==> src/rtl/slpc_pkg.sv <==
// Shared types and mode decode for the sleep and clock-gating controller.
// Assumes three-bit mode codes. Codes not listed below are treated as reserved.
package slpc_pkg;

    typedef enum logic [1:0] {
        ST_ACTIVE = 2'b00,
        ST_SLEEP  = 2'b01,
        ST_HOLD   = 2'b10
    } slp_state_t;

    localparam logic [2:0] MODE_IDLE  = 3'd0;
    localparam logic [2:0] MODE_PDOWN = 3'd2;
    localparam logic [2:0] MODE_PSAVE = 3'd3;
    localparam logic [2:0] MODE_STBY  = 3'd6;
    localparam logic [2:0] MODE_XSTBY = 3'd7;

    // Bit positions of the asynchronous wake sources in the synchronized vector
    localparam int WK_TWI    = 0;
    localparam int WK_PORT   = 1;
    localparam int WK_USB    = 2;
    localparam int WK_RTC    = 3;
    localparam int NUM_ASYNC = 4;

    // True for the five mode codes that may be entered
    function automatic logic mode_valid(input logic [2:0] m);
        return (m == MODE_IDLE) || (m == MODE_PDOWN) || (m == MODE_PSAVE) ||
               (m == MODE_STBY) || (m == MODE_XSTBY);
    endfunction

    // True for the modes in which the real-time counter domain keeps its clock
    function automatic logic mode_rtc_on(input logic [2:0] m);
        return (m == MODE_IDLE) || (m == MODE_PSAVE) || (m == MODE_XSTBY);
    endfunction

    // True for the modes that keep the oscillators running
    function automatic logic mode_osc_on(input logic [2:0] m);
        return (m == MODE_STBY) || (m == MODE_XSTBY);
    endfunction

endpackage

==> src/rtl/slpc_sync.sv <==
// Multi-stage synchronizer for a vector of asynchronous single-bit events.
// Assumes that each bit is an independent level, so bits need no mutual coherence.
// The stage count is a parameter, and the latency is STAGES clock edges.
module slpc_sync #(
    parameter int WIDTH  = 4,
    parameter int STAGES = 2
) (
    input  logic             clk,
    input  logic             rst_n,
    input  logic [WIDTH-1:0] din,
    output logic [WIDTH-1:0] dout
);

    logic [WIDTH-1:0] stage_q [STAGES];

    // First stage samples the raw asynchronous inputs
    always_ff @(posedge clk) begin
        if (!rst_n) stage_q[0] <= '0;
        else        stage_q[0] <= din;
    end

    genvar s;
    generate
        for (s = 1; s < STAGES; s++) begin : g_stage
            // Each further stage settles the value of the stage before it
            always_ff @(posedge clk) begin
                if (!rst_n) stage_q[s] <= '0;
                else        stage_q[s] <= stage_q[s-1];
            end
        end
    endgenerate

    assign dout = stage_q[STAGES-1];

endmodule

==> src/rtl/slpc_fsm.sv <==
// Sleep state machine: enters sleep on a qualified strobe, wakes on the
// wake sources allowed by the latched mode, then holds the CPU for HOLD_CYC
// cycles before it returns to active with a one-cycle wake pulse.
// Assumes that wake_sync is already synchronized to clk.
module slpc_fsm
    import slpc_pkg::*;
#(
    parameter int HOLD_CYC = 4
) (
    input  logic                 clk,
    input  logic                 rst_n,
    input  logic                 sleep_strobe,
    input  logic                 sleep_en,
    input  logic [2:0]           sleep_mode,
    input  logic                 irq_any,
    input  logic [NUM_ASYNC-1:0] wake_sync,
    output slp_state_t           state_q,
    output logic [2:0]           mode_q,
    output logic                 wake_pulse
);

    localparam int CW = (HOLD_CYC > 1) ? $clog2(HOLD_CYC) : 1;
    localparam logic [CW-1:0] HOLD_LAST = CW'(HOLD_CYC - 1);

    logic [CW-1:0] hold_cnt;
    logic          enter_req;
    logic          async_hit;
    logic          wake_hit;
    logic          chk_armed;

    // Sleep entry needs the strobe, the enable bit and a mode code that exists
    assign enter_req = sleep_strobe && sleep_en && mode_valid(sleep_mode);

    assign async_hit = wake_sync[WK_TWI] | wake_sync[WK_PORT] | wake_sync[WK_USB];

    // Pick the wake sources that the latched mode accepts
    always_comb begin
        case (mode_q)
            MODE_IDLE:              wake_hit = irq_any | async_hit | wake_sync[WK_RTC];
            MODE_PDOWN, MODE_STBY:  wake_hit = async_hit;
            MODE_PSAVE, MODE_XSTBY: wake_hit = async_hit | wake_sync[WK_RTC];
            default:                wake_hit = 1'b0;
        endcase
    end

    // State, mode latch, hold counter and wake pulse
    always_ff @(posedge clk) begin
        if (!rst_n) begin
            state_q    <= ST_ACTIVE;
            mode_q     <= MODE_IDLE;
            hold_cnt   <= '0;
            wake_pulse <= 1'b0;
        end else begin
            wake_pulse <= 1'b0;
            case (state_q)
                ST_ACTIVE: begin
                    if (enter_req) begin
                        state_q <= ST_SLEEP;
                        mode_q  <= sleep_mode;
                    end
                end
                ST_SLEEP: begin
                    if (wake_hit) begin
                        state_q  <= ST_HOLD;
                        hold_cnt <= '0;
                    end
                end
                ST_HOLD: begin
                    if (hold_cnt == HOLD_LAST) begin
                        state_q    <= ST_ACTIVE;
                        wake_pulse <= 1'b1;
                    end else begin
                        hold_cnt <= hold_cnt + 1'b1;
                    end
                end
                default: state_q <= ST_ACTIVE;
            endcase
        end
    end

    // Arms the checks one cycle after reset so that $past sees reset values
    always_ff @(posedge clk) begin
        if (!rst_n) chk_armed <= 1'b0;
        else        chk_armed <= 1'b1;
    end

    // sleep is entered only from the active state
    p_enter_from_active_r1: assert property (@(posedge clk) disable iff (!rst_n || !chk_armed)
        (state_q == ST_SLEEP && $past(state_q) != ST_SLEEP) |-> $past(state_q) == ST_ACTIVE);

    // a strobe with sleep disabled keeps the controller active
    p_strobe_needs_en_r2: assert property (@(posedge clk) disable iff (!rst_n)
        (state_q == ST_ACTIVE && sleep_strobe && !sleep_en) |=> state_q == ST_ACTIVE);

    // the last hold cycle leads to active with the wake pulse
    p_hold_exit_r9: assert property (@(posedge clk) disable iff (!rst_n)
        (state_q == ST_HOLD && hold_cnt == HOLD_LAST) |=> (state_q == ST_ACTIVE && wake_pulse));

    // the wake pulse only follows a hold cycle
    p_pulse_after_hold_r9: assert property (@(posedge clk) disable iff (!rst_n || !chk_armed)
        wake_pulse |-> $past(state_q) == ST_HOLD);

endmodule

==> src/rtl/slpc_gate.sv <==
// Clock-enable decode for the four domains, plus the per-peripheral
// power-reduction mask. Assumes that mode_q is only meaningful while sleeping.
module slpc_gate
    import slpc_pkg::*;
#(
    parameter int NUM_PERIPH = 8
) (
    input  logic                  clk,
    input  logic                  rst_n,
    input  slp_state_t            state_q,
    input  logic [2:0]            mode_q,
    input  logic                  nvm_busy,
    input  logic                  prr_wr,
    input  logic [NUM_PERIPH-1:0] prr_wdata,
    output logic                  clk_en_cpu,
    output logic                  clk_en_nvm,
    output logic                  clk_en_per,
    output logic                  clk_en_rtc,
    output logic                  osc_keep,
    output logic [NUM_PERIPH-1:0] per_clk_en
);

    logic [NUM_PERIPH-1:0] prr_q;
    logic                  asleep;

    assign asleep = (state_q == ST_SLEEP);

    // Power-reduction mask register, written by software
    always_ff @(posedge clk) begin
        if (!rst_n)      prr_q <= '0;
        else if (prr_wr) prr_q <= prr_wdata;
    end

    // Domain enables chosen by the state and the latched mode
    always_comb begin
        clk_en_cpu = (state_q == ST_ACTIVE);
        clk_en_nvm = !asleep || nvm_busy;
        clk_en_per = !asleep || (mode_q == MODE_IDLE);
        clk_en_rtc = !asleep || mode_rtc_on(mode_q);
        osc_keep   = asleep && mode_osc_on(mode_q);
    end

    genvar i;
    generate
        for (i = 0; i < NUM_PERIPH; i++) begin : g_pclk
            // Each peripheral runs when its domain runs and its mask bit is clear
            assign per_clk_en[i] = clk_en_per && !prr_q[i];
        end
    endgenerate

    // a busy NVM always keeps its clock
    p_nvm_drain_r4: assert property (@(posedge clk) disable iff (!rst_n)
        nvm_busy |-> clk_en_nvm);

    // the mask changes only when written
    p_prr_stable_r11: assert property (@(posedge clk) disable iff (!rst_n)
        !prr_wr |=> $stable(prr_q));

endmodule

==> src/rtl/sleep_clk_ctrl.sv <==
// Top of the sleep and clock-gating controller. It synchronizes the
// asynchronous wake inputs, runs the sleep state machine and decodes the
// clock enables. Assumes that all synchronous inputs share clk.
module sleep_clk_ctrl
    import slpc_pkg::*;
#(
    parameter int NUM_PERIPH  = 8,
    parameter int HOLD_CYC    = 4,
    parameter int SYNC_STAGES = 2
) (
    input  logic                  clk,
    input  logic                  rst_n,
    input  logic                  sleep_strobe,
    input  logic                  sleep_en,
    input  logic [2:0]            sleep_mode,
    input  logic                  nvm_busy,
    input  logic                  irq_any,
    input  logic                  twi_match_async,
    input  logic                  port_irq_async,
    input  logic                  usb_resume_async,
    input  logic                  rtc_irq_async,
    input  logic                  prr_wr,
    input  logic [NUM_PERIPH-1:0] prr_wdata,
    output logic                  clk_en_cpu,
    output logic                  clk_en_nvm,
    output logic                  clk_en_per,
    output logic                  clk_en_rtc,
    output logic [NUM_PERIPH-1:0] per_clk_en,
    output logic                  osc_keep,
    output logic                  wake_pulse,
    output logic [1:0]            status
);

    logic [NUM_ASYNC-1:0] wake_raw;
    logic [NUM_ASYNC-1:0] wake_sync;
    slp_state_t           state_q;
    logic [2:0]           mode_q;

    // Gather the asynchronous sources in their package bit order
    always_comb begin
        wake_raw          = '0;
        wake_raw[WK_TWI]  = twi_match_async;
        wake_raw[WK_PORT] = port_irq_async;
        wake_raw[WK_USB]  = usb_resume_async;
        wake_raw[WK_RTC]  = rtc_irq_async;
    end

    slpc_sync #(.WIDTH(NUM_ASYNC), .STAGES(SYNC_STAGES)) u_sync (
        .clk   (clk),
        .rst_n (rst_n),
        .din   (wake_raw),
        .dout  (wake_sync)
    );

    slpc_fsm #(.HOLD_CYC(HOLD_CYC)) u_fsm (
        .clk          (clk),
        .rst_n        (rst_n),
        .sleep_strobe (sleep_strobe),
        .sleep_en     (sleep_en),
        .sleep_mode   (sleep_mode),
        .irq_any      (irq_any),
        .wake_sync    (wake_sync),
        .state_q      (state_q),
        .mode_q       (mode_q),
        .wake_pulse   (wake_pulse)
    );

    slpc_gate #(.NUM_PERIPH(NUM_PERIPH)) u_gate (
        .clk        (clk),
        .rst_n      (rst_n),
        .state_q    (state_q),
        .mode_q     (mode_q),
        .nvm_busy   (nvm_busy),
        .prr_wr     (prr_wr),
        .prr_wdata  (prr_wdata),
        .clk_en_cpu (clk_en_cpu),
        .clk_en_nvm (clk_en_nvm),
        .clk_en_per (clk_en_per),
        .clk_en_rtc (clk_en_rtc),
        .osc_keep   (osc_keep),
        .per_clk_en (per_clk_en)
    );

    assign status = state_q;

    // deep power-down leaves every domain dark while the NVM is idle
    p_pdown_dark_r5: assert property (@(posedge clk) disable iff (!rst_n)
        (status == 2'b01 && mode_q == MODE_PDOWN && !nvm_busy) |->
        (!clk_en_cpu && !clk_en_nvm && !clk_en_per && !clk_en_rtc && per_clk_en == '0));

    // the oscillators are only flagged while sleeping
    p_osc_only_asleep_r7: assert property (@(posedge clk) disable iff (!rst_n)
        osc_keep |-> status == 2'b01);

    // the CPU never runs outside the active state
    p_cpu_held_r9: assert property (@(posedge clk) disable iff (!rst_n)
        (status != 2'b00) |-> !clk_en_cpu);

endmodule

==> config.mk <==
export PLATFORM = sky130hd
export DESIGN_NAME = sleep_clk_ctrl
export DESIGN_NICKNAME = d
export VERILOG_FILES = /design/src/rtl/slpc_pkg.sv /design/src/rtl/slpc_sync.sv /design/src/rtl/slpc_fsm.sv /design/src/rtl/slpc_gate.sv /design/src/rtl/sleep_clk_ctrl.sv
export SDC_FILE = /design/constraint.sdc
export NUM_CORES = 1
export LEC_CHECK = 0
export BUFFER_PORTS_ARGS = -buffer_cell sky130_fd_sc_hd__buf_2
export CAP_MARGIN = 20
export CORE_ASPECT_RATIO = 1.1
export CORE_MARGIN = 8
export CORE_UTILIZATION = 45
export CTS_BUF_LIST = sky130_fd_sc_hd__clkbuf_4 sky130_fd_sc_hd__clkbuf_8
export DETAILED_ROUTE_END_ITERATION = 10
export PLACE_DENSITY = 0.74
export SLEW_MARGIN = 10
export SYNTH_ARGS = -nofsm -noshare
export SYNTH_HDL_FRONTEND = slang
export SYNTH_SLANG_ARGS = --single-unit
==> constraint.sdc <==
create_clock -name clk -period 3.25 [get_ports clk]
set_input_delay 0.4875 -clock clk [delete_from_list [all_inputs] [get_ports clk]]
set_output_delay 0.4875 -clock clk [all_outputs]
set_load 0.03 [all_outputs]
# == Word-level counts from Yosys, hierarchy flattened ==
# Memories as Yosys holds them, arrays and structs flattened.
# Index checks and enable logic that the tools add are counted.
# op_classes
n_addsub,1
n_eq_ne,15
n_mux,13
n_bitwise,7
reduce_logical,40
# ops
cell,n
$eq A3 B2 Y1 const B,4
$eq A3 B3 Y1 const B,4
$logic_and A1 B1 Y1,11
$logic_or A1 B1 Y1,10
$mux W2,5
$logic_not A1 Y1,9
$mux W4,2
$or A1 B1 Y1,7
$logic_not A3 Y1,2
$pmux W2 S3,1
$reduce_and A3 Y1,2
$eq A2 B2 Y1 const B,2
$ne A2 B1 Y1 const B,2
$ne A2 B2 Y1 const B,2
$pmux W2 S2,1
$reduce_and A2 Y1,2
$reduce_or A2 Y1,2
$mux W1,3
$pmux W1 S3,1
$add A2 B1 Y2 const B,1
$eq A2 B1 Y1 const B,1
$logic_not A2 Y1,1
$reduce_bool A2 Y1,1
# word_totals
reg_bits,16
ramBits,8
inputBits,22
output_inout_bits,16
wordCells,82
memories,1
# mem_list
name,words,word_bits,rd,rd_ports_with_merged_regs,write_ports,line_no,rtl
u_sync.stage_q,2,4,2,0,2,slpc_sync.sv:14,logic [WIDTH-1:0] stage_q [STAGES];

# == Logic depth before layout (Yosys ltp) ==
# depth
ltp_word,8
ltp_mapped,6
mapped_depth_nobuf,6

# == By module ==
# From an unflattened synthesis, not the netlist that was laid out.
# hier_totals
cells_unflattened,98
area_unflattened_um2,1006.0
# by_module_without_submodules
mod,instances,cells_each,area_each_um2,seq_area_each_um2
slpc_gate,1,43,424.2,160.2
slpc_fsm,1,39,371.6,160.2
slpc_sync,1,16,210.2,160.2

# == Worst setup path after synthesis ==
# No wires, ideal clock.
# synth_timing
path_kind,flip-flop to output port
from,register u_fsm.state_q[1]
to,output port per_clk_en[0]
t_arrival_ps,1585
path_slack_ps,1178
path_stages_with_launch,6
path_cell_list,dfxtp_1 > inv_1 > ha_1 > o31a_1 > clkbuf_1 > nor2_1
# synth_between
elab_chain_cells,4
# synth_lines
element,line_no,rtl
start: declaration,slpc_fsm.sv:17,"output slp_state_t state_q,"
start signal: assignment,slpc_fsm.sv:49,state_q <= ST_ACTIVE;
start signal: assignment,slpc_fsm.sv:58,state_q <= ST_SLEEP;
start signal: assignment,slpc_fsm.sv:64,state_q <= ST_HOLD;
$eq A2 B1 Y1,slpc_gate.sv:26,assign asleep = (state_q == ST_SLEEP);
$logic_not A1 Y1,slpc_gate.sv:38,clk_en_per = !asleep || (mode_q == MODE_IDLE);
$logic_or A1 B1 Y1,slpc_gate.sv:38,
$logic_and A1 B1 Y1,slpc_gate.sv:47,assign per_clk_en[i] = clk_en_per && !prr_q[i];
end: declaration,sleep_clk_ctrl.sv:28,"output logic [NUM_PERIPH-1:0] per_clk_en,"
# Every way passes these cells.

# == Worst setup path after layout ==
# layout_timing
from,register u_fsm.state_q[1]
to,output port clk_en_rtc
# layout_between
elab_chain_cells,3
# layout_lines
element,line_no,rtl
$eq A2 B1 Y1,slpc_gate.sv:26,
$logic_not A1 Y1,slpc_gate.sv:39,clk_en_rtc = !asleep || mode_rtc_on(mode_q);
$logic_or A1 B1 Y1,slpc_gate.sv:39,
end: declaration,sleep_clk_ctrl.sv:27,"output logic clk_en_rtc,"
# Every way passes these cells.

==> impl_summary.log <==
[metrics] status: finished clean
[metrics] Fillers: about 220
[metrics] detailed placement HPWL: 1680 um
[metrics] data required time of the critical path: 2.76 ns
[metrics] post-synthesis adder-cell area fraction: 0.0496
[metrics] vias in the first global route: about 840
[metrics] clock latency reported for the late side of the worst-skew pair: 0.31 ns
[metrics] IO buf count: 37
[metrics] antenna-violating nets left: 0
[metrics] top cells by count, synth: sky130_fd_sc_hd__dfxtp_1 (24), sky130_fd_sc_hd__mux2i_1 (14), sky130_fd_sc_hd__nor2b_1 (11)
[metrics] CTS clk-pin slew, worst paths: between 0.1 and 0.15 ns
[metrics] M1 GR Usage: 0.124
[metrics] Placer Congestion: roughly 0.75
[metrics] Fmax achieved: 456 MHz
[metrics] total clock buffers created by CTS: 3
[metrics] Antenna diodes: 0
[metrics] Initial Utilization: 0.462
[metrics] cell with the largest stage delay on the worst path: sky130_fd_sc_hd__o31a_1
[metrics] share of synthesized flip-flops with an asynchronous set or reset: 0
[metrics] CTS tree: yes
[metrics] data arrival at the endpoint of the critical path: between 1.5 and 2 ns
[metrics] Die Footprint: about 4000 um^2
[metrics] overall die width: 61.2 um
[metrics] GR met2 Demand/Resource: 0.196
[metrics] simple logic cell fraction of the synthesized area: 0.224
[metrics] post-synth cell types: 22
[metrics] cell accounting for the most synthesized area: sky130_fd_sc_hd__dfxtp_1
[metrics] total setup violations reported at the end of the flow: 0
[metrics] met3 track demand over resource: 0.0352
[metrics] wire length of the first global-routing pass: between 3000 and 4000 um
[metrics] num rows: 18
[metrics] most frequently used flop master after synthesis: sky130_fd_sc_hd__dfxtp_1
[metrics] nature of the critical path endpoint: output port
[metrics] number of hold-slack violations in the final timing report: 0
[metrics] syn nets: 129
[metrics] EDFF count, synth: 0
[metrics] sequential cell area fraction in the yosys report: 0.476
[metrics] Final nets: 166
[metrics] max_slew headroom: 0.694
[metrics] smallest setup slack after layout: roughly 1.1 ns
[metrics] Critical Path Source Type: flip-flop
[metrics] die extent in y: 65.7 um
[metrics] Gates resized, CTS repair: 0
[metrics] post-synthesis to final-layout area growth: 25.4%
[metrics] Remaining Overflow, GRT: 0
[metrics] post-route clock period utilization: 0.675
[metrics] average wire per standard cell: 13.0 um
[metrics] Root Buffer: sky130_fd_sc_hd__clkbuf_4
[metrics] accumulated negative setup slack: 0 ns
[metrics] post-synth top area share: 0.476
[metrics] post-synthesis compound-gate area fraction: 0.0743
[metrics] DRT Wirelength: 2200 um
[metrics] most frequent cell after synthesis: sky130_fd_sc_hd__dfxtp_1
[metrics] power density cells: 618 nW/um^2
[metrics] Top Family by Delay on Critical Path: compound AO/OA/AOI/OAI gates
[metrics] Cell Area, Synth: between 1000 and 1500 um^2
[metrics] final critical delay including setup and external delays: between 2 and 2.5 ns
[metrics] Fin Clk Skew: 0.00123 ns
[metrics] all-layer global routing usage: 0.116
[metrics] fraction of final layout cells with drive strength greater than 1: 0.302
[metrics] via density per instance: 4.76
[metrics] Yosys reg bits: 24
[metrics] first-iteration detailed-routing DRC count: 20
[metrics] multiplexer share of the synthesized area: 0.139
[metrics] main combinational cell family by area after synthesis: simple AND/OR/NAND/NOR gates
[metrics] count of unresolved DRC violations after routing: 0
[metrics] buffer depth of the longest clock path: 2
[metrics] detailed-routing iteration count for the pre-antenna-repair pass: 4
[metrics] Core Footprint: 2180 um^2
[metrics] buffers inserted by post-CTS timing repair: 0
[metrics] total I/O pin count: 38
[metrics] fraction of synthesized cell area in xor and xnor cells: 0
[metrics] RSZ-0062 raised after global routing: no
[metrics] pin count of the biggest net entering global routing: 28
[metrics] largest cells by area after synthesis: sky130_fd_sc_hd__dfxtp_1 (48%), sky130_fd_sc_hd__mux2i_1 (14%), sky130_fd_sc_hd__nor2b_1 (6.8%)
[metrics] transition time at the pin with the least slew margin: 0.459 ns
[metrics] worst voltage drop across the vdd grid: roughly 0.37 mV
[metrics] mean instance size in the synthesized netlist: 9.80 um^2
[metrics] max_cap viols: 0
[metrics] CTS Sinks: 24
[metrics] routed via count: roughly 810
[metrics] count of final max-slew check failures: 0
[metrics] cell breakdown of the critical path: inv_1, ha_1, o31a_1, nand2_1, buf_2
[metrics] type of the tightest min-delay check: in -> reg
[metrics] total number of H-tree levels: 1
[metrics] cells after synthesis: 103
[metrics] antenna violations before repair: 0
[metrics] Worst Setup Slack post-DPL: around 1.3 ns
[metrics] number of warnings reported in the yosys synthesis log: 0
[metrics] crit-path max cell delay: 0.41 ns
[metrics] layer with the highest usage: met2
[metrics] Worst Path Buf+Inv: 2
[metrics] leakage power total: 0.603 nW
[metrics] crit-path max FO: 11
[metrics] critical setup path kind: reg -> out
[metrics] number of buffers inserted by hold repair at cts: 0
## cell type report
type,instances,area (um^2),share of cell area
Multi-Input combinational cell,69,492,0.388
Sequential cell,24,480,0.379
Timing Repair Buffer,37,185,0.146
Tap cell,30,37.5,0.0296
Clock inverter,1,30.0,0.0237
Clock buffer,3,22.5,0.0178
Inverter,5,18.8,0.0148
## stage by stage
stage                     instances  total power [mW]  hold WS [ns]  utilization  cell area, um^2
after floorplan                 103             0.510         0.412            -             1010
after global placement          165             0.565         0.414        0.556             1210
after detailed placement        165             0.574         0.417        0.556             1210
after CTS                       169             0.788         0.361        0.580             1270
after global routing            169             0.820         0.355        0.580             1270
final                           169             0.783         0.365        0.580             1270
## cell families after synthesis
logic type / count (synthesis)
and+or+nand+nor: 43
DFF: 24
muxes: 14
buffers and inverters: 10
AOI/OAI and AO/OA: 8
adders and majority gates: 4
## layer usage
| layer | vias to the layer above | share of wire |
|---|---|---|
| li1 | 414 | - |
| met5 | - | 0 |
| met3 | 4 | 0.096 |
| met2 | 32 | 0.45 |
| met1 | 355 | 0.44 |
| met4 | 0 | 0.013 |
## flip-flops by register name, indices dropped and copies added, names as in the netlist
name / cells
u_gate.prr_q: 8
u_sync.stage_q: 8
u_fsm.mode_q: 3
u_fsm.hold_cnt: 2
u_fsm.state_q: 2
u_fsm.wake_pulse: 1
## power breakdown
part	leakage [nW]	total [mW]	switching (mW)	internal (mW)
clock network	0.0279	0.214	0.0890	0.125
logic	0.378	0.235	0.144	0.0911
registers	0.197	0.334	0.0163	0.318
## path summary, 6_finish.rpt
check                                        from                         endpoint  slack [ns]  depth (start not counted)
setup reg to reg    u_fsm.state_q[1]$_SDFFE_PN0P_    u_fsm.state_q[0]$_SDFFE_PN0P_        1.29                          6
hold / removal                     port_irq_async  u_sync.stage_q[0][1]$_SDFF_PN0_        0.37                          2
setup / recovery    u_fsm.state_q[1]$_SDFFE_PN0P_                       clk_en_rtc        1.06                          5
hold reg to reg   u_sync.stage_q[0][0]$_SDFF_PN0_  u_sync.stage_q[1][0]$_SDFF_PN0_        0.45                          1
## cells in the final DEF (no fill, tap or decap)
master	count
sky130_fd_sc_hd__clkbuf_4	3
sky130_fd_sc_hd__nand4_1	1
sky130_fd_sc_hd__a222oi_1	1
sky130_fd_sc_hd__nand2b_1	1
sky130_fd_sc_hd__o21bai_1	1
sky130_fd_sc_hd__a221o_1	2
sky130_fd_sc_hd__o31a_1	1
sky130_fd_sc_hd__inv_1	5
sky130_fd_sc_hd__a21bo_2	1
sky130_fd_sc_hd__mux2i_1	14
sky130_fd_sc_hd__nor3_1	1
sky130_fd_sc_hd__nand2_1	7
sky130_fd_sc_hd__bufinv_16	1
sky130_fd_sc_hd__ha_1	4
sky130_fd_sc_hd__dfxtp_1	24
sky130_fd_sc_hd__nor2b_1	11
sky130_fd_sc_hd__and3_1	2
sky130_fd_sc_hd__and2_1	8
sky130_fd_sc_hd__nor2_1	9
sky130_fd_sc_hd__o211a_1	1
sky130_fd_sc_hd__buf_2	37
sky130_fd_sc_hd__nand3_1	2
sky130_fd_sc_hd__nand3b_1	1
sky130_fd_sc_hd__a31o_1	1
## worst register-to-register path, stage by stage, from the launching register on
cell and delay (ns):
sky130_fd_sc_hd__dfxtp_1 0.41, sky130_fd_sc_hd__inv_1 0.10, sky130_fd_sc_hd__ha_1 0.24, sky130_fd_sc_hd__o31a_1 0.24
sky130_fd_sc_hd__a31o_1 0.25, sky130_fd_sc_hd__a222oi_1 0.42, sky130_fd_sc_hd__mux2i_1 0.24
(Power assumes the default switching activity.)
